$ cat src/rtl/irq_ctrl_pkg.sv
package irq_ctrl_pkg;

  typedef enum logic [1:0] {
    SRC_FIXED       = 2'd0,
    SRC_DMA         = 2'd1,
    SRC_ROUTED      = 2'd2,
    SRC_ROUTED_EDGE = 2'd3
  } src_mode_e;

  typedef enum logic [1:0] {
    FLD_VECTOR   = 2'd0,
    FLD_PRIO     = 2'd1,
    FLD_CTRL     = 2'd2,
    FLD_PEND_SET = 2'd3
  } cfg_field_e;

  localparam int CTRL_EN_BIT = 2;

endpackage

$ cat src/rtl/irq_src_select.sv
module irq_src_select
  import irq_ctrl_pkg::*;
#(
  parameter int NUM_LINES = 32
) (
  input  logic                      clk,
  input  logic                      rst_n,
  input  logic [NUM_LINES-1:0]      fixed_src,
  input  logic [NUM_LINES-1:0]      dma_src,
  input  logic [NUM_LINES-1:0]      routed_src,
  input  logic [NUM_LINES-1:0][1:0] mode,
  output logic [NUM_LINES-1:0]      line_sig,
  output logic [NUM_LINES-1:0]      line_rise
);

  logic [NUM_LINES-1:0] routed_q;
  logic [NUM_LINES-1:0] line_q;

  for (genvar g = 0; g < NUM_LINES; g++) begin : g_line
    logic edge_pulse;
    assign edge_pulse = routed_src[g] & ~routed_q[g];

    always_comb begin
      unique case (src_mode_e'(mode[g]))
        SRC_FIXED:       line_sig[g] = fixed_src[g];
        SRC_DMA:         line_sig[g] = dma_src[g];
        SRC_ROUTED:      line_sig[g] = routed_src[g];
        SRC_ROUTED_EDGE: line_sig[g] = edge_pulse;
        default:         line_sig[g] = 1'b0;
      endcase
    end

    assign line_rise[g] = line_sig[g] & ~line_q[g];
  end

  always_ff @(posedge clk or negedge rst_n) begin
    if (!rst_n) begin
      routed_q <= '0;
      line_q   <= '0;
    end else begin
      routed_q <= routed_src;
      line_q   <= line_sig;
    end
  end

endmodule

$ cat src/rtl/irq_cfg_regs.sv
module irq_cfg_regs
  import irq_ctrl_pkg::*;
#(
  parameter int NUM_LINES = 32,
  parameter int VEC_W     = 16,
  parameter int PRIO_W    = 3,
  localparam int IDX_W    = $clog2(NUM_LINES)
) (
  input  logic                             clk,
  input  logic                             rst_n,
  input  logic                             we,
  input  logic [IDX_W-1:0]                 addr,
  input  logic [1:0]                       field,
  input  logic [VEC_W-1:0]                 wdata,
  output logic [NUM_LINES-1:0][VEC_W-1:0]  vec,
  output logic [NUM_LINES-1:0][PRIO_W-1:0] prio,
  output logic [NUM_LINES-1:0][1:0]        mode,
  output logic [NUM_LINES-1:0]             en,
  output logic [NUM_LINES-1:0]             sw_set
);

  logic [NUM_LINES-1:0][VEC_W-1:0]  vec_q,  vec_n;
  logic [NUM_LINES-1:0][PRIO_W-1:0] prio_q, prio_n;
  logic [NUM_LINES-1:0][1:0]        mode_q, mode_n;
  logic [NUM_LINES-1:0]             en_q,   en_n;
  logic                             addr_ok;

  assign addr_ok = (int'(addr) < NUM_LINES);

  always_comb begin
    vec_n  = vec_q;
    prio_n = prio_q;
    mode_n = mode_q;
    en_n   = en_q;
    sw_set = '0;
    if (we && addr_ok) begin
      unique case (cfg_field_e'(field))
        FLD_VECTOR:   vec_n[addr]  = wdata;
        FLD_PRIO:     prio_n[addr] = wdata[PRIO_W-1:0];
        FLD_CTRL: begin
          mode_n[addr] = wdata[1:0];
          en_n[addr]   = wdata[CTRL_EN_BIT];
        end
        FLD_PEND_SET: sw_set[addr] = 1'b1;
        default: ;
      endcase
    end
  end

  always_ff @(posedge clk or negedge rst_n) begin
    if (!rst_n) begin
      vec_q  <= '0;
      prio_q <= '1;
      mode_q <= '0;
      en_q   <= '0;
    end else if (we) begin
      vec_q  <= vec_n;
      prio_q <= prio_n;
      mode_q <= mode_n;
      en_q   <= en_n;
    end
  end

  assign vec  = vec_q;
  assign prio = prio_q;
  assign mode = mode_q;
  assign en   = en_q;

  AST_SWSET_ONEHOT: assert property (@(posedge clk) disable iff (!rst_n)
    $onehot0(sw_set));

endmodule

$ cat src/rtl/irq_arbiter.sv
module irq_arbiter #(
  parameter int NUM_LINES = 32,
  parameter int PRIO_W    = 3,
  localparam int IDX_W    = $clog2(NUM_LINES)
) (
  input  logic [NUM_LINES-1:0]             pend,
  input  logic [NUM_LINES-1:0]             en,
  input  logic [NUM_LINES-1:0][PRIO_W-1:0] prio,
  input  logic [PRIO_W:0]                  act_prio,
  output logic                             req,
  output logic [IDX_W-1:0]                 win_idx
);

  logic [NUM_LINES-1:0] elig;
  logic                 found;
  logic [PRIO_W-1:0]    best_prio;

  assign elig = pend & en;

  always_comb begin
    found     = 1'b0;
    best_prio = '1;
    win_idx   = '0;
    for (int i = 0; i < NUM_LINES; i++) begin
      if (elig[i] && (!found || prio[i] < best_prio)) begin
        found     = 1'b1;
        best_prio = prio[i];
        win_idx   = i[IDX_W-1:0];
      end
    end
  end

  assign req = found && ({1'b0, best_prio} < act_prio);

endmodule

$ cat src/rtl/irq_state.sv
module irq_state #(
  parameter int NUM_LINES = 32,
  parameter int PRIO_W    = 3,
  localparam int IDX_W    = $clog2(NUM_LINES)
) (
  input  logic                             clk,
  input  logic                             rst_n,
  input  logic [NUM_LINES-1:0]             set_vec,
  input  logic [NUM_LINES-1:0]             line_sig,
  input  logic [NUM_LINES-1:0][PRIO_W-1:0] prio,
  input  logic                             isr_enter,
  input  logic                             isr_exit,
  input  logic                             req,
  input  logic [IDX_W-1:0]                 ack_line,
  output logic [NUM_LINES-1:0]             pend,
  output logic [PRIO_W:0]                  act_prio
);

  logic [NUM_LINES-1:0] pend_q,   pend_n;
  logic [NUM_LINES-1:0] active_q, active_n;
  logic                 top_found;
  logic [PRIO_W-1:0]    top_prio;
  logic [IDX_W-1:0]     top_idx;
  logic                 enter_ok;
  logic                 exit_ok;

  always_comb begin
    top_found = 1'b0;
    top_prio  = '1;
    top_idx   = '0;
    for (int i = 0; i < NUM_LINES; i++) begin
      if (active_q[i] && (!top_found || prio[i] < top_prio)) begin
        top_found = 1'b1;
        top_prio  = prio[i];
        top_idx   = i[IDX_W-1:0];
      end
    end
  end

  assign act_prio = top_found ? {1'b0, top_prio} : {1'b1, {PRIO_W{1'b0}}};
  assign enter_ok = isr_enter && req;
  assign exit_ok  = isr_exit && top_found;

  always_comb begin
    pend_n   = pend_q;
    active_n = active_q;
    if (exit_ok) begin
      active_n[top_idx] = 1'b0;
      if (line_sig[top_idx]) pend_n[top_idx] = 1'b1;
    end
    if (enter_ok) begin
      active_n[ack_line] = 1'b1;
      pend_n[ack_line]   = 1'b0;
    end
    pend_n = pend_n | set_vec;
  end

  always_ff @(posedge clk or negedge rst_n) begin
    if (!rst_n) begin
      pend_q   <= '0;
      active_q <= '0;
    end else begin
      pend_q   <= pend_n;
      active_q <= active_n;
    end
  end

  assign pend = pend_q;

  AST_SET_STICKS: assert property (@(posedge clk) disable iff (!rst_n)
    (|set_vec) |=> ((pend_q & $past(set_vec)) == $past(set_vec)));

  AST_ENTER_CLEARS: assert property (@(posedge clk) disable iff (!rst_n)
    (enter_ok && !set_vec[ack_line]) |=> (!pend_q[$past(ack_line)] && active_q[$past(ack_line)]));

  AST_ENTER_IGNORED: assert property (@(posedge clk) disable iff (!rst_n)
    (isr_enter && !req && !isr_exit) |=> $stable(active_q));

  AST_EXIT_REPEND: assert property (@(posedge clk) disable iff (!rst_n)
    (exit_ok && line_sig[top_idx]) |=> pend_q[$past(top_idx)]);

  AST_EXIT_IDLE: assert property (@(posedge clk) disable iff (!rst_n)
    (isr_exit && !top_found && !isr_enter) |=> (active_q == '0));

endmodule

$ cat src/rtl/irq_vector_ctrl.sv
module irq_vector_ctrl
  import irq_ctrl_pkg::*;
#(
  parameter int NUM_LINES = 32,
  parameter int VEC_W     = 16,
  parameter int PRIO_W    = 3,
  localparam int IDX_W    = $clog2(NUM_LINES)
) (
  input  logic                 clk,
  input  logic                 rst_n,
  input  logic [NUM_LINES-1:0] fixed_src,
  input  logic [NUM_LINES-1:0] dma_src,
  input  logic [NUM_LINES-1:0] routed_src,
  input  logic                 cfg_we,
  input  logic [IDX_W-1:0]     cfg_line,
  input  logic [1:0]           cfg_field,
  input  logic [VEC_W-1:0]     cfg_wdata,
  input  logic                 isr_enter,
  input  logic                 isr_exit,
  output logic                 irq_req,
  output logic [IDX_W-1:0]     irq_line,
  output logic [VEC_W-1:0]     irq_vector
);

  logic [NUM_LINES-1:0][VEC_W-1:0]  vec;
  logic [NUM_LINES-1:0][PRIO_W-1:0] prio;
  logic [NUM_LINES-1:0][1:0]        mode;
  logic [NUM_LINES-1:0]             en;
  logic [NUM_LINES-1:0]             sw_set;
  logic [NUM_LINES-1:0]             line_sig;
  logic [NUM_LINES-1:0]             line_rise;
  logic [NUM_LINES-1:0]             pend;
  logic [PRIO_W:0]                  act_prio;
  logic                             req;
  logic [IDX_W-1:0]                 win_idx;

  irq_cfg_regs #(
    .NUM_LINES(NUM_LINES), .VEC_W(VEC_W), .PRIO_W(PRIO_W)
  ) u_cfg (
    .clk(clk), .rst_n(rst_n), .we(cfg_we), .addr(cfg_line),
    .field(cfg_field), .wdata(cfg_wdata), .vec(vec), .prio(prio),
    .mode(mode), .en(en), .sw_set(sw_set)
  );

  irq_src_select #(
    .NUM_LINES(NUM_LINES)
  ) u_src (
    .clk(clk), .rst_n(rst_n), .fixed_src(fixed_src), .dma_src(dma_src),
    .routed_src(routed_src), .mode(mode), .line_sig(line_sig),
    .line_rise(line_rise)
  );

  irq_state #(
    .NUM_LINES(NUM_LINES), .PRIO_W(PRIO_W)
  ) u_state (
    .clk(clk), .rst_n(rst_n), .set_vec(line_rise | sw_set),
    .line_sig(line_sig), .prio(prio), .isr_enter(isr_enter),
    .isr_exit(isr_exit), .req(req), .ack_line(win_idx),
    .pend(pend), .act_prio(act_prio)
  );

  irq_arbiter #(
    .NUM_LINES(NUM_LINES), .PRIO_W(PRIO_W)
  ) u_arb (
    .pend(pend), .en(en), .prio(prio), .act_prio(act_prio),
    .req(req), .win_idx(win_idx)
  );

  assign irq_req    = req;
  assign irq_line   = win_idx;
  assign irq_vector = vec[win_idx];

  AST_REQ_ENABLED: assert property (@(posedge clk) disable iff (!rst_n)
    irq_req |-> (en[irq_line] && pend[irq_line]));

  AST_REQ_ABOVE_ACTIVE: assert property (@(posedge clk) disable iff (!rst_n)
    irq_req |-> ({1'b0, prio[irq_line]} < act_prio));

  for (genvar g = 0; g < NUM_LINES; g++) begin : g_chk
    AST_NO_BETTER: assert property (@(posedge clk) disable iff (!rst_n)
      (irq_req && pend[g] && en[g]) |->
        ((prio[g] > prio[irq_line]) ||
         (prio[g] == prio[irq_line] && g >= int'(irq_line))));
  end

endmodule

$ cat config.mk
export PLATFORM = sky130hd
export DESIGN_NAME = irq_vector_ctrl
export DESIGN_NICKNAME = d
export VERILOG_FILES = /design/src/rtl/irq_ctrl_pkg.sv /design/src/rtl/irq_src_select.sv /design/src/rtl/irq_cfg_regs.sv /design/src/rtl/irq_arbiter.sv /design/src/rtl/irq_state.sv /design/src/rtl/irq_vector_ctrl.sv
export SDC_FILE = /design/constraint.sdc
export NUM_CORES = 2
export LEC_CHECK = 0
export CAP_MARGIN = 20
export CELL_PAD_IN_SITES_DETAIL_PLACEMENT = 1
export CELL_PAD_IN_SITES_GLOBAL_PLACEMENT = 2
export CORE_MARGIN = 1.5
export CORE_UTILIZATION = 32
export CTS_CLUSTER_DIAMETER = 200
export CTS_CLUSTER_SIZE = 30
export DETAILED_ROUTE_END_ITERATION = 8
export GPL_TIMING_DRIVEN = 0
export HOLD_SLACK_MARGIN = 0.08
export PLACE_DENSITY = 0.67
export SLEW_MARGIN = 20
export SYNTH_ARGS = -nofsm -noshare
export SYNTH_HDL_FRONTEND = slang
export SYNTH_HIERARCHICAL = 1
export SYNTH_SLANG_ARGS = --single-unit
export TNS_END_PERCENT = 50
$ cat constraint.sdc
create_clock -name clk -period 100 [get_ports clk]
set_input_delay 25 -clock clk [delete_from_list [all_inputs] [get_ports clk]]
set_output_delay 25 -clock clk [all_outputs]
set_load 0.005 [all_outputs]
* Yosys cells after proc, flatten, opt, wreduce, memory -nomap -nowiden
Cells that the tools add are included.
Word-level totals: bits in registers 832, latch bits 0, bits in writable memories 0, bits in read-only memories 0, bits of input ports 124, output and inout port bits 22, logic and storage cells 884, memories kept 0
Cells by class: add/sub/neg operators 0, multipliers 0, div/mod/pow operators 0, $lt $le $gt $ge 69, equal/unequal tests 99, shifts and indexed selects 0, mux-type cells 250, bitwise logic cells 137, reduce and logical (&&, ||, !) cells 228
Operators by type and width (number):
- 512-bit bitwise mux | 1
- 32-bit 2-to-1 mux | 7
- 3-bit 2-to-1 mux | 73
- 3-bit < comparator | 62
- 5-bit 2-to-1 mux | 32
- 2-bit == test (second input constant) | 66
- 32-bit bitwise OR | 4
- 1-bit case mux with 4 select lines | 32
- 32-bit AND | 3
- 96-bit bitwise mux | 1
- 16-bit binary-select mux with 5-bit select | 1
- 16-bit demux with 5-bit select | 1
- 1-bit 2-to-1 mux | 70
- 1-bit logical AND | 68
- 4-bit 2-to-1 mux | 17
- 2-bit by 1-bit == test with 1-bit output (second input constant) | 33
- 2-bit zero test | 33
- 1-bit AND | 64
- 64-bit bitwise mux | 1
- 1-bit NOT | 64
- 32-bit NOT | 2
- 1-bit zero test | 62
- 1-bit logical OR | 62
- 32-bit bitwise mux | 1
- 10 further kinds | 23

* Logic depth before layout (Yosys ltp)
depth after elaboration 135, depth in mapped cells 244, mapped depth without buffers 241

* By module
The synthesis kept the hierarchy.
By module, submodules not included:
- irq_cfg_regs | times used 1, cells an instance 1739, area an instance 27430.1 um^2, seq. area each 17737.0 um^2
- irq_state | times used 1, cells an instance 1179, area an instance 8758.4 um^2, seq. area each 1601.5 um^2
- irq_arbiter | times used 1, cells an instance 845, area an instance 5559.1 um^2, seq. area each 0.0 um^2
- irq_vector_ctrl | times used 1, cells an instance 601, area an instance 4829.6 um^2, seq. area each 0.0 um^2
- irq_src_select | times used 1, cells an instance 256, area an instance 3343.2 um^2, seq. area each 1601.5 um^2

* Worst setup path after synthesis
No wires, ideal clock.
path type register -> output, start register u_cfg.prio_q, in the netlist u_cfg/prio[3], end output port irq_vector[10], arrival 37.753 ns, required time 75.000 ns, setup slack 37.247 ns, cell stages (with the launch flop) 226, buffers on the path 6, cell sequence dfstp_2 -> nor2b_2 -> a211oi_2 -> a211oi_2 -> a211o_1 -> o31a_1 -> mux2i_1 -> inv_1 -> ha_1 -> and3b_1 -> o21bai_1 -> o31a_1 -> nor2_1 -> nor3_1 -> mux2i_1 -> ha_1 -> inv_1 -> a211oi_1 -> [190 not listed] -> a211o_1 -> and2_1 -> ha_1 -> o21ai_0 -> a21oi_1 -> nor2_1 -> a31oi_1 -> inv_1 -> a41oi_2 -> nor3b_1 -> o21ai_1 -> and2_1 -> buf_4 -> buf_4 -> buf_2 -> a22oi_1 -> nand3_1 -> nand3_1
On the way: longest elaborated chain between the ends 126, elaborated cells on any way between the ends 216, those cells by class order compare: 31; mux: 93; reduce/logical: 92
RTL lines:
- start: declaration | RTL line irq_cfg_regs.sv:23 | logic [NUM_LINES-1:0][PRIO_W-1:0] prio_q, prio_n;
- start signal: assignment | RTL line irq_cfg_regs.sv:58 | prio_q <= prio_n;
- 3-bit < comparator | RTL line irq_arbiter.sv:25 | if (elig[i] && (!found || prio[i] < best_prio)) begin
- 1-bit logical OR | RTL line irq_arbiter.sv:25
- 1-bit logical AND | RTL line irq_arbiter.sv:25
- 3-bit 2-to-1 mux / 1-bit 2-to-1 mux (equally long branches) | RTL line irq_arbiter.sv:25
- 3-bit < comparator / 1-bit zero test (equally long branches) | RTL line irq_arbiter.sv:25
- 1-bit logical OR | RTL line irq_arbiter.sv:25
- 1-bit logical AND | RTL line irq_arbiter.sv:25
- 3-bit 2-to-1 mux / 1-bit 2-to-1 mux (equally long branches) | RTL line irq_arbiter.sv:25
- [111 not listed]
- 3-bit 2-to-1 mux / 1-bit 2-to-1 mux (equally long branches) | RTL line irq_arbiter.sv:25
- 3-bit < comparator / 1-bit zero test (equally long branches) | RTL line irq_arbiter.sv:25
- 1-bit logical OR | RTL line irq_arbiter.sv:25
- 1-bit logical AND | RTL line irq_arbiter.sv:25
- 5-bit 2-to-1 mux * | RTL line irq_arbiter.sv:25
- net irq_line[2] | RTL line irq_vector_ctrl.sv:21 | output logic [IDX_W-1:0] irq_line,
- 16-bit binary-select mux with 5-bit select * | RTL line irq_vector_ctrl.sv:71 | assign irq_vector = vec[win_idx];
- 16-bit 2-to-1 mux (not written as such) * | RTL line irq_vector_ctrl.sv:71
- end: declaration | RTL line irq_vector_ctrl.sv:22 | output logic [VEC_W-1:0] irq_vector
Mark *: on every way through the listed nets, which the timed path passes. The rest lies on a longest branch. The select of a mux whose other input is x is not followed.

* Worst setup path after layout
start register u_cfg.prio_q, in the netlist u_cfg/prio[2], end output port irq_vector[6]
On the way: longest elaborated chain between the ends 127, elaborated cells on any way between the ends 217, those cells by class order compare: 31; mux: 94; reduce/logical: 92
RTL lines (RTL line):
- 3-bit 2-to-1 mux * | irq_arbiter.sv:25
- 3-bit < comparator | irq_arbiter.sv:25
- 1-bit logical OR | irq_arbiter.sv:25
- 1-bit logical AND | irq_arbiter.sv:25
- 3-bit 2-to-1 mux / 1-bit 2-to-1 mux (equally long branches) | irq_arbiter.sv:25
- 3-bit < comparator / 1-bit zero test (equally long branches) | irq_arbiter.sv:25
- 1-bit logical OR | irq_arbiter.sv:25
- 1-bit logical AND | irq_arbiter.sv:25
- [111 not listed]
- 1-bit logical AND | irq_arbiter.sv:25
- 3-bit 2-to-1 mux / 1-bit 2-to-1 mux (equally long branches) | irq_arbiter.sv:25
- 3-bit < comparator / 1-bit zero test (equally long branches) | irq_arbiter.sv:25
- 1-bit logical OR | irq_arbiter.sv:25
- 1-bit logical AND | irq_arbiter.sv:25
- 5-bit 2-to-1 mux * | irq_arbiter.sv:25
- 16-bit binary-select mux with 5-bit select * | irq_vector_ctrl.sv:71
- 16-bit 2-to-1 mux (not written as such) * | irq_vector_ctrl.sv:71
Mark *: on every way between the ends. The rest lies on a longest branch, timed or not. The select of a mux whose other input is x is not followed.

==> results.sh <==
export IMPL_detailedRoute_firstIterationViolations=1968
export IMPL_crit_path_frequent_cell="ha_1"
export IMPL_r2r_start="u_cfg/prio[5]"
export IMPL_nNetsFinal=5001
export IMPL_ctsRootBufferMaster="clkbuf_16"
export IMPL_clk_pin_slew_ps=130
export IMPL_dp_hpwl_um=139000
export IMPL_core_um2=154000
export IMPL_rsz0062_at_grt="no"
export IMPL_async_flop_share=1.00
export IMPL_syn_area_um2=49900
export IMPL_hp_start="u_cfg/vec[105]"
export IMPL_finClkSkew_ps=41.1
export IMPL_start_util=0.323
export IMPL_setup_violations_final=0
export IMPL_yosysUniqueCellTypes=138
export IMPL_crit_slowest_cell="nor3_1"
export IMPL_rows=144
export IMPL_antenna_found_initial=13
export IMPL_fmax_mhz=13.4
export IMPL_cts_resized=0
export IMPL_worst_slack_ps=25420
export IMPL_tns_ps=0
export IMPL_max_stage_delay_ps=890
export IMPL_syn_nets=4812
export IMPL_synth_area_leader_cell="dfrtp_1"
export IMPL_firstDrtPassIters=5
export IMPL_gp_congestion=0.841
export IMPL_period_share=0.746
export IMPL_arrival_ps=49580
export IMPL_grt_total_usage=0.224
export IMPL_die_h_um=398
export IMPL_layout_commonest_cell="dfrtp_1"
export IMPL_cts_num_sinks=832
export IMPL_synth_area_top_cells="dfrtp_1 (37%), mux2_2 (15%), mux2i_1 (5.8%)"
export IMPL_cts_buffer_depth=3
export IMPL_hold_buffers=0
export IMPL_areaGrowthSynthToFinish_pct=10.5
export IMPL_dpl_cell_count=6820
export IMPL_reg2reg_to="u_state/pend[31]"
export IMPL_die_x_um=398
export IMPL_cts_tree="done"
export IMPL_cts_buffers=31
export IMPL_min_path_type="reg2reg"
export IMPL_status="finished clean"
export IMPL_pre_cts_slack_ps=26710
export IMPL_yosys_register_bits=832
export IMPL_grt_pass1_wl_um=268000
export IMPL_synthFlopType="dfrtp_1"
export IMPL_detail_route_wl_per_cell_um=26.1
export IMPL_start_kind="register"
export IMPL_stdcell_count=6883
export IMPL_worst_setup_path_type="reg2out"
export IMPL_finalCriticalPeriod_ps=74580
export IMPL_cts_setup_buffers=0
export IMPL_grt_max_degree=143
export IMPL_drive_above_1_share=0.262
export IMPL_die_area_um2=158000
export IMPL_synth_seq_area_share=0.419
export IMPL_vias_per_cell=5.49
export IMPL_hold_viol_final=0
export IMPL_ant_nets=0
export IMPL_r2r_slack_ps=51340
export IMPL_drv_cap=0
export IMPL_io_buffers=141
export IMPL_required_ps=75000
export IMPL_slew_headroom=0.195
export IMPL_report_final_slew_viol_count=0
export IMPL_yosys_area_top_type_share=0.369
export IMPL_path_max_fanout=10
export IMPL_synth_warnings=6
export IMPL_wirelength_um=180000
export IMPL_reg2regPathDepth=226
export IMPL_worstSkewPairLatency_ps=740
export IMPL_htreeDepth=1
export IMPL_worst_slew_pin_transition_ps=1210
export IMPL_drc=0
export IMPL_grt_pass1_vias=39699
export IMPL_overflow=0
export IMPL_hold_end="u_cfg/vec[105]"
export IMPL_cp_end_kind="output pin"
export IMPL_syn_avg_cell_area_um2=10.8
export IMPL_hold_path_cell_count=1
export IMPL_synth_cells=4620
export IMPL_vias=37821
export IMPL_mostFrequentLayoutCells="dfrtp_1 (736), mux2_2 (676), nand2_1 (394)"
export IMPL_ios=146
export IMPL_synth_edf_count=0
-- synthesized netlist by cell type (all sizes together) (30+ instances only) --
| master | n |
|---|---|
| dfrtp | 736 |
| mux2 | 733 |
| nand2 | 396 |
| mux2i | 288 |
| nor2 | 232 |
| a21oi | 199 |
| inv | 127 |
| o21ai | 127 |
| clkbuf | 121 |
| buf | 118 |
| nand2b | 116 |
| dfstp | 96 |
| nor2b | 96 |
| nor3 | 96 |
| nand3 | 95 |
| or2 | 73 |
| a22oi | 70 |
| ha | 68 |
| o31ai | 56 |
| a21o | 53 |
| and2 | 48 |
| a22o | 42 |
| a31oi | 40 |
| a211oi | 36 |
| a311oi | 35 |
| o211ai | 34 |
| nand4 | 31 |
| or3 | 30 |
-- metal layers --
| metal | vias to the layer above | share of wire | global-route usage |
|---|---|---|---|
| li1 | 17411 | - | - |
| met1 | 19738 | 0.46 | 0.302 |
| met2 | 519 | 0.48 | 0.384 |
| met3 | 143 | 0.032 | 0.0236 |
| met4 | 10 | 0.025 | 0.0498 |
| met5 | - | 0.00033 | 0 |
-- metrics by stage --
stage / utilization / hold slack, ps / instance area [µm²]
2_1_floorplan: - / 451 / 49900
3_3_place_gp: 0.349 / 473 / 53900
3_5_place_dp: 0.351 / 483 / 54200
4_1_cts: 0.357 / 511 / 55100
5_1_grt: 0.357 / 522 / 55100
6_report: 0.357 / 507 / 55100
-- area by class of cell --
class | count | area, µm²
Timing Repair Buffer | 156 | 1680
Buffer | 239 | 1320
Clock inverter | 2 | 28.8
Sequential cell | 832 | 20900
Fill cell | 17097 | 99300
Inverter | 127 | 477
Clock buffer | 56 | 870
Tap cell | 2044 | 2560
Antenna cell | 5 | 12.5
Multi-Input combinational cell | 3422 | 27300
-- flip-flops by register name (all words and copies together) (netlist names) --
register          cells
u_src/line_q         32
u_state/active_q     32
u_cfg/mode           64
u_cfg/prio           96
u_state/pend         32
u_src/routed_q       32
u_cfg/en             32
u_cfg/vec           512
-- critical path: cells and delay by family (launching register included) --
kind            cells  cell delay (ps)
fa+ha+maj          28             7150
mux                10             3070
compound gates     84            20110
buf+inv            27             3340
simple gates       76            14400
flops               1              660
-- worst max-delay path by stage --
| stage | startpoint | to | slack [ps] | cells after the start |
|---|---|---|---|---|
| after floorplan | u_cfg/prio[3] | irq_vector[10] | 37250 | 225 |
| after global placement | u_cfg/prio[2] | irq_vector[5] | 26590 | 224 |
| after detailed placement | u_cfg/prio[2] | irq_vector[5] | 26710 | 225 |
| after CTS | u_cfg/prio[2] | irq_vector[5] | 25620 | 224 |
| after global routing | u_cfg/prio[2] | irq_vector[5] | 21690 | 224 |
| final | u_cfg/prio[2] | irq_vector[6] | 25420 | 225 |
-- kinds of logic (layout without fill, tap and decap cells) --
group	Yosys count	after routing	synth area share
compound gates	975	975	0.154
fa+ha+maj	84	84	0.0203
buf+inv	366	580	0.0358
flops	832	832	0.419
mux	1021	1021	0.224
other cells	0	5	0
simple gates	1342	1342	0.146
Power is not shown: default switching activity piles up to over one toggle a cycle in this logic, so the estimate is an artifact.
